===== config.mk =====
export PLATFORM = sky130hd
export DESIGN_NAME = interval_timer
export DESIGN_NICKNAME = d
export VERILOG_FILES = /design/src/rtl/tmr_pkg.sv /design/src/rtl/tmr_decode.sv /design/src/rtl/tmr_counter.sv /design/src/rtl/tmr_flag.sv /design/src/rtl/interval_timer.sv
export SDC_FILE = /design/constraint.sdc
export NUM_CORES = 1
export LEC_CHECK = 0
export ABC_AREA = 1
export CAP_MARGIN = 0
export CORE_MARGIN = 2
export CORE_UTILIZATION = 65
export CTS_CLUSTER_DIAMETER = 80
export DETAILED_ROUTE_END_ITERATION = 12
export DONT_BUFFER_PORTS = 1
export GPL_ROUTABILITY_DRIVEN = 1
export HOLD_SLACK_MARGIN = 0.12
export PLACE_DENSITY = 0.84
export SLEW_MARGIN = 5
export SYNTH_ARGS = -nofsm -noshare
export SYNTH_HDL_FRONTEND = slang
export SYNTH_SLANG_ARGS = --single-unit

===== constraint.sdc =====
create_clock -name clk -period 2.3 [get_ports clk]
set_input_delay 0.115 -clock clk [delete_from_list [all_inputs] [get_ports clk]]
set_output_delay 0.115 -clock clk [all_outputs]
set_load 0.02 [all_outputs]

===== src/rtl/tmr_pkg.sv =====
package tmr_pkg;
  typedef enum logic [1:0] {
    SEL_TALLY = 2'd0,
    SEL_CEIL  = 2'd1,
    SEL_CTRL  = 2'd2,
    SEL_NONE  = 2'd3
  } tmr_sel_e;

  localparam int BIT_IE   = 0;
  localparam int BIT_RUN  = 1;
  localparam int BIT_PEND = 3;
  localparam int CTRL_USED = BIT_PEND + 1;
endpackage


===== src/rtl/tmr_decode.sv =====
module tmr_decode
  import tmr_pkg::*;
(
  input  logic       wr_en,
  input  logic [1:0] addr,
  output logic       wr_tally,
  output logic       wr_ceil,
  output logic       wr_ctrl
);
  tmr_sel_e sel;
  assign sel      = tmr_sel_e'(addr);
  assign wr_tally = wr_en && (sel == SEL_TALLY);
  assign wr_ceil  = wr_en && (sel == SEL_CEIL);
  assign wr_ctrl  = wr_en && (sel == SEL_CTRL);
endmodule


===== src/rtl/tmr_counter.sv =====
module tmr_counter #(
  parameter int W = 32
) (
  input  logic         clk,
  input  logic         rst_n,
  input  logic         wr_tally,
  input  logic         wr_ceil,
  input  logic         run,
  input  logic [W-1:0] wdata,
  output logic [W-1:0] tally,
  output logic [W-1:0] ceil,
  output logic         hit
);
  localparam logic [W-1:0] ONE = {{(W-1){1'b0}}, 1'b1};

  // step of a running counter: wrap at the ceiling, else increment
  function automatic logic [W-1:0] advance(input logic [W-1:0] cur,
                                           input logic [W-1:0] lim);
    return (cur == lim) ? '0 : cur + ONE;
  endfunction

  assign hit = run && (tally == ceil) && !wr_tally;

  always_ff @(posedge clk or negedge rst_n) begin
    if (!rst_n) begin
      tally <= '0;
      ceil  <= '0;
    end else begin
      if (wr_tally)  tally <= wdata;
      else if (run)  tally <= advance(tally, ceil);
      if (wr_ceil)   ceil  <= wdata;
    end
  end
endmodule


===== src/rtl/tmr_flag.sv =====
module tmr_flag (
  input  logic       clk,
  input  logic       rst_n,
  input  logic       wr_ctrl,
  input  logic [1:0] ctrl_bits,
  input  logic       hit,
  output logic       ie,
  output logic       run,
  output logic       pend
);
  logic raise;
  assign raise = hit && ie;

  always_ff @(posedge clk or negedge rst_n) begin
    if (!rst_n) begin
      ie   <= 1'b0;
      run  <= 1'b0;
      pend <= 1'b0;
    end else if (wr_ctrl) begin
      ie   <= ctrl_bits[0];
      run  <= ctrl_bits[1];
      pend <= raise;
    end else begin
      pend <= pend || raise;
    end
  end
endmodule


===== src/rtl/interval_timer.sv =====
module interval_timer
  import tmr_pkg::*;
#(
  parameter int W = 32
) (
  input  logic         clk,
  input  logic         rst_n,
  input  logic         wr_en,
  input  logic [1:0]   addr,
  input  logic [W-1:0] wdata,
  output logic [W-1:0] rdata,
  output logic         irq
);
  localparam int PAD = W - CTRL_USED;

  logic         wr_tally, wr_ceil, wr_ctrl;
  logic [W-1:0] tally, ceil;
  logic         hit, ie, run, pend;
  logic [W-1:0] ctrl_word;

  tmr_decode u_dec (
    .wr_en(wr_en), .addr(addr),
    .wr_tally(wr_tally), .wr_ceil(wr_ceil), .wr_ctrl(wr_ctrl)
  );

  tmr_counter #(.W(W)) u_cnt (
    .clk(clk), .rst_n(rst_n), .wr_tally(wr_tally), .wr_ceil(wr_ceil),
    .run(run), .wdata(wdata), .tally(tally), .ceil(ceil), .hit(hit)
  );

  tmr_flag u_flag (
    .clk(clk), .rst_n(rst_n), .wr_ctrl(wr_ctrl),
    .ctrl_bits(wdata[BIT_RUN:BIT_IE]), .hit(hit),
    .ie(ie), .run(run), .pend(pend)
  );

  assign ctrl_word = {{PAD{1'b0}}, pend, 1'b0, run, ie};

  always_comb begin
    case (tmr_sel_e'(addr))
      SEL_TALLY: rdata = tally;
      SEL_CEIL:  rdata = ceil;
      SEL_CTRL:  rdata = ctrl_word;
      default:   rdata = '0;
    endcase
  end

  assign irq = pend && ie;
endmodule


==> results of run 1 <==
[critical path, delay by kind of cell]
kind / cells / cell delay [ns]
and+or+nand+nor: 2 / 0.37
buffers and inverters: 4 / 1.71
AOI/OAI and AO/OA: 1 / 0.07
[path summary, 6_finish.rpt]
check / cells past startpoint / start / slack [ns] / end
worst max register to register: 8 / u_cnt.tally[0] / 0.40 / u_cnt.tally[22]
worst max-delay path: 7 / wr_en / 0.31 / u_flag.run
min in group asynchronous: 2 / rst_n / 0.33 / u_cnt.ceil[11]
max in group asynchronous: 2 / rst_n / 1.69 / u_cnt.tally[29]
worst min register to register: 2 / u_cnt.ceil[28] / 0.52 / u_cnt.ceil[28]
worst min-delay path: 3 / addr[1] / 0.20 / u_flag.pend
[metal layers]
layer	vias to the layer above	global-route usage [%]
li1	2036	-
met3	23	6.50
met2	184	52.4
met4	0	13.7
met5	-	0
met1	1968	42.2
[power by group through the flow]
stage               Combinational, mW  Clock, mW  Sequential, mW
global route                     1.92       1.18            1.97
CTS                              1.71       1.14            1.91
detailed placement               1.62          0            1.92
floorplan                        1.43          0            1.78
global placement                 1.56          0            1.91
finish                           1.74       1.13            1.93
[Yosys cell counts]
cell and n:
o21a_1 1, clkbuf_1 11, o21bai_2 20, o211ai_1 1, buf_4 3, inv_2 4
buf_12 2, nor2_2 6, nand4_1 11, o221ai_1 2, nor3_1 3, inv_1 95
and2_1 2, nand2_4 1, o21ai_1 1, nor2_1 40, nand2_1 166, o21ai_0 59
o22ai_1 38, nand2_2 5, nor2_4 3, o21bai_1 6, nand3_1 12, a21oi_1 1
xor2_1 21, nand3_2 1, xnor2_1 27, ha_1 1, dfrtp_1 67, nand2_8 1
buf_2 7
[state kept, by name (all words and copies together), names as in the netlist]
| signal | flops |
|---|---|
| u_cnt.ceil | 32 |
| u_cnt.tally | 32 |
| u_flag.ie | 1 |
| u_flag.pend | 1 |
| u_flag.run | 1 |
[cell type report]
cell class / count / area (um2) / share of cell area [%]
sequential: 67 / 1680 / 32.2
timing repair buffer: 47 / 463 / 8.88
tap: 96 / 120 / 2.30
clock inverter: 4 / 72.6 / 1.39
multi-input combinational: 429 / 2350 / 45.1
inverter: 99 / 372 / 7.13
clock buffer: 12 / 155 / 2.98
[logic make-up after synthesis]
kind of cell / Yosys count / synth area share (%)
AOI/OAI and AO/OA: 129 / 18.6
adders and majority gates: 1 / 0.276
buffers and inverters: 122 / 11.2
and+or+nand+nor: 251 / 23.6
xor gates and xnor gates: 48 / 9.26
DFF: 67 / 36.9
[through the flow]
stage / area (um2) / worst slack, ns / std cells
2_1_floorplan: 4540 / 0.790 / 618
3_3_place_gp: 4600 / 0.518 / 701
3_5_place_dp: 4600 / 0.452 / 701
4_1_cts: 5210 / 0.419 / 754
5_1_grt: 5210 / 0.246 / 754
6_report: 5210 / 0.311 / 754
[timing repair]
item / in CTS / in global routing
hold endpoints to repair: 132 / 0
buffers inserted: 0 / 0
hold buffers: 37 / 0
endpoints found under the setup margin: 0 / 0
==> results.ini, run 1 <==
[die]
io-pin-count=70
start_util_pct=66.8
num_rows=30
die_w_um=87.6
die_height_um=87.6
die-area_um2=7670
placeableCoreArea_um2=6790

[grt]
gr-total-overflow=0
grt_pass1_vias=4027
grt.total_usage_pct=32.3
grt_max_degree=68
grt_pass1_wl_um=19100
antenna_found_initial=0

[synthesis]
synth_area_um2=4540
synthesis.nets=656
yosysUniqueCellTypes=31
synth_top_area_share_pct=36.9
synth_area_leaders=dfrtp_1 37%, nand2_1 14%, inv_1 7.9%
ys_ff_latch=67
synth.largest_area_cell=dfrtp_1
syn_avg_cell_area_um2=7.35
syn_inst=618
yosysSeqAreaShare_pct=36.9
yosysWarningCount=0

[critical_path]
cp-start-kind=primary input
cp_max_fo=5
crit_slowest_cell=dlygate4sd3_1
path_class=in2reg
max_stage_delay_ns=0.56
cp.required_ns=2.58
crit_path_end_kind=flip-flop
crit_arrival_ns=2.26
cpMostUsedCell=dlygate4sd3_1
path_cells=dlygate4sd3_1, inv_1, nor2_1, nand2_1, dlygate4sd3_1, o21ai_0, dlygate4sd3_1

[finish]
layout_common_cells=166 x nand2_1, 95 x inv_1, 67 x dfrtp_1
final_common_cell=nand2_1
nNetsFinal=691
n_fill_cell=486
antenna_cells=0
synthToLayoutAreaGrowth_pct=14.8
drive_gt1_share_pct=10.2
finalCoreUtilization_pct=76.7

[run_status]
outcome=completed

[clock_network]
cts_resized=0
cts_buffers=9
cts_sinks=67
clockBufferDepth=2
tritoncts=yes
h-tree-depth=3
cts_root_buffer=clkbuf_8
clkTransAtPathRegs_ns=0.07
clock_latency_ns=0.34

[power_and_ir_drop]
p_int_mw=2.88
p_switching_mw=1.91
seqPwrFrac_pct=40.2
powerDensity_nw_per_um2=919
peakVddDrop_mv=0.618
leakage_nw=2.42
p_clk_share_pct=23.5
swShare_pct=39.9
p_comb_share_pct=36.3
p_total_mw=4.79

[drt]
wl_met1_um=5280
highest_layer=met4
vias=4211
wire_per_inst_um=15.9
routed-wl-met3_um=818
drc=0
wl_um=12000
drtPass1Iterations=5
ant_nets=0
viasPerCell=5.58
drtIter0Drc=275
wl_met2_um=5670

[timing]
tightest_slew_ns=0.778
fmax_mhz=503
finalSetupViolCount=0
tns_ns=0
finalCriticalPeriod_ns=1.99
finalMaxSlewViolations=0
rsz0062_at_grt=false
clock_skew_ns=0.00756
slew_headroom_pct=47.6
min_period_over_period_pct=86.5
holdWs_ns=0.203
hold_viol=0

[placement]
port_buffers=0
dp_hpwl_um=7860
place_congestion=0.938

[min_path]
hold_class=in2reg

[run]
cap_violations=0

No activity file was read; power rests on OpenSTA's default activity.
==> run 2, diff against run 1 <==
--- a/config.mk
+++ b/config.mk
@@ -7,6 +7,7 @@
 export LEC_CHECK = 0
 export ABC_AREA = 1
 export CAP_MARGIN = 0
+export CORE_ASPECT_RATIO = 1.4
 export CORE_MARGIN = 2
 export CORE_UTILIZATION = 65
 export CTS_CLUSTER_DIAMETER = 80
==> run 2 against run 1 <==
Net effect:
- final area decreased by 0.19%
- non-clock buffer count increased by 1
- wire length increased by 4.6%
- largest cell class unchanged
- worst setup slack improved by 0.040 ns
- sequential power about the same
- die area increased by 0.12%
- maximum frequency increased by 2.0%
==> results.ini, run 2 (synthesis gave the netlist of run 1 again) <==
[run_status]
outcome=completed

[grt]
grt.total_usage_pct=34.9  ; +2.6 points
gr-total-overflow=0  ; unchanged
grt_max_degree=68  ; unchanged
grt_pass1_vias=4318  ; +7.2%
grt_pass1_wl_um=20200  ; +6.2%
antenna_found_initial=0  ; unchanged

[critical_path]
cp-start-kind=flip-flop
max_stage_delay_ns=0.48  ; -0.08 ns
r2r_setup_slack_ns=0.35  ; -0.05 ns
cp_max_fo=6  ; +1
path_class=reg2reg
cpMostUsedCell=nand2_1
crit_arrival_ns=2.19  ; -0.07 ns
path_cells=ha_1, nand2_2, nor2_4, nand3_1, nor2_2, nand2_1, nand2_1, nand2_1, nand4_1, nand2_1
crit_path_end_kind=flip-flop
cp.required_ns=2.54  ; -0.04 ns
crit_slowest_cell=dfrtp_1

[placement]
place_inst=702  ; +0.14%
place_congestion=0.950  ; +1.3%
place_ws_ns=0.414  ; -0.0378 ns
port_buffers=0  ; unchanged
dp_hpwl_um=8240  ; +4.8%

[power_and_ir_drop]
seqPwrFrac_pct=41.1  ; +0.9 points
p_comb_share_pct=37.9  ; +1.6 points
p_int_mw=2.72  ; -5.4%
leakage_nw=2.42  ; -0.22%
p_clk_share_pct=21.0  ; -2.5 points
powerDensity_nw_per_um2=896  ; -2.5%
swShare_pct=41.6  ; +1.6 points
p_total_mw=4.66  ; -2.7%
p_switching_mw=1.94  ; +1.3%
peakVddDrop_mv=0.670  ; +8.4%

[drt]
vias=4278  ; +1.6%
wire_per_inst_um=16.7  ; +4.6%
drc=0  ; unchanged
drtIter0Drc=310  ; +13%
drtPass1Iterations=5  ; unchanged
wl_um=12600  ; +4.6%
ant_nets=0  ; unchanged
viasPerCell=5.67  ; +1.6%

[timing]
fmax_mhz=513  ; +2.0%
clock_skew_ns=0.0129  ; +0.00530 ns
slew_headroom_pct=48.6  ; +0.95 points
hold_viol=0  ; unchanged
min_period_over_period_pct=84.7  ; -1.7 points
rsz0062_at_grt=false
layout_setup_ws_ns=0.351  ; +0.0398 ns
tightest_slew_ns=0.764  ; -0.0141 ns
tns_ns=0  ; unchanged
finalCriticalPeriod_ns=1.95  ; -0.0398 ns
finalMaxSlewViolations=0  ; unchanged
finalSetupViolCount=0  ; unchanged

[clock_network]
clockBufferDepth=2  ; unchanged
clkTransAtPathRegs_ns=0.07  ; about the same
tritoncts=yes
cts_buffers=9  ; unchanged
post-cts-setup-buffer-count=0  ; unchanged
cts_root_buffer=clkbuf_8
cts_sinks=67  ; unchanged
h-tree-depth=3  ; unchanged
clock_latency_ns=0.36  ; +0.02 ns
cts_resized=0  ; unchanged

[finish]
final_common_cell=nand2_1
synthToLayoutAreaGrowth_pct=14.6
final_cell_count_no_fill=754  ; unchanged
layout_common_cells=165 x nand2_1, 95 x inv_1, 67 x dfrtp_1
antenna_cells=0  ; unchanged
regArea_um2=1680  ; unchanged
n_fill_cell=516  ; +6.2%
multiInputGateArea_um2=2350  ; +0.11%
nNetsFinal=692  ; +0.14%
top_regs=u_cnt.ceil (32), u_cnt.tally (32)
finalCoreUtilization_pct=76.0  ; -0.73 points
drive_gt1_share_pct=10.8  ; +0.59 points

[die]
die_w_um=74.6  ; -15%
io-pin-count=70  ; unchanged
num_rows=36  ; +20%
start_util_pct=66.3  ; -0.51 points
die_height_um=103  ; +17%
die-area_um2=7680  ; +0.12%
placeableCoreArea_um2=6850  ; +0.77%

[run]
cap_violations=0  ; unchanged

[min_path]
hold_class=in2reg

[run 2: changes by cell type in the layout (fill, tap and decap cells not counted), sizes merged]
cell         previous run  this run
clkbuf                 12        13
bufinv                  2         0
clkinvlp                1         2
buf                    11        13
dlygate4sd3            36        35
[run 2: per-layer routing]
layer | part of all wire [%] | wire length [um] | GRT usage, % | up-vias
li1 | - | - | - | 2046
met1 | 37 | 4700 | 39.2 | 2000
met2 | 54 | 6730 | 61.6 | 193
met3 | 5.6 | 702 | 7.72 | 39
met4 | 3.4 | 425 | 16.5 | 0
met5 | 0 | 0 | 0 | -
[run 2: repair_timing]
action | 4_1_cts | 5_1_grt
endpoints found under the setup margin | 0 | 0
hold buffers | 36 | 0
hold endpoints to repair | 130 | 0
[run 2: power groups by stage]
stage	logic (mW)	clock network (mW)	registers [mW]
after CTS	1.75	0.982	1.90
after detailed placement	1.64	0	1.92
after global placement	1.59	0	1.90
final	1.76	0.980	1.91
after floorplan	1.43	0	1.78
after global routing	1.97	1.04	1.96
[run 2: final cells by class]
class	instances	area share [%]
multi-input combinational	429	45.3
sequential	67	32.2
timing repair buffer	48	9.24
inverter	99	7.14
clock buffer	13	3.44
tap	95	2.29
clock inverter	3	0.385
[run 2: critical path: cells and delay by family (launching register included)]
kind                       cells  cell delay, ns
and+or+nand+nor                9            1.10
adders and majority gates      1            0.25
DFF                            1            0.48
[run 2: worst paths after layout]
kind	from	to	cells after the start
worst min register to register	u_cnt.ceil[27]	u_cnt.ceil[27]	2
worst max register to register	u_cnt.tally[0]	u_cnt.tally[26]	10
worst max-delay path	u_cnt.tally[0]	u_cnt.tally[26]	10
min in group asynchronous	rst_n	u_cnt.ceil[22]	2
worst min-delay path	addr[1]	u_cnt.tally[0]	6
max in group asynchronous	rst_n	u_cnt.ceil[21]	2
[run 2: through the flow]
step / hold slack [ns] / instance area [um2]
floorplan: -0.181 / 4540
global placement: -0.179 / 4620
detailed placement: -0.179 / 4620
CTS: 0.164 / 5200
global route: 0.203 / 5200
finish: 0.192 / 5200
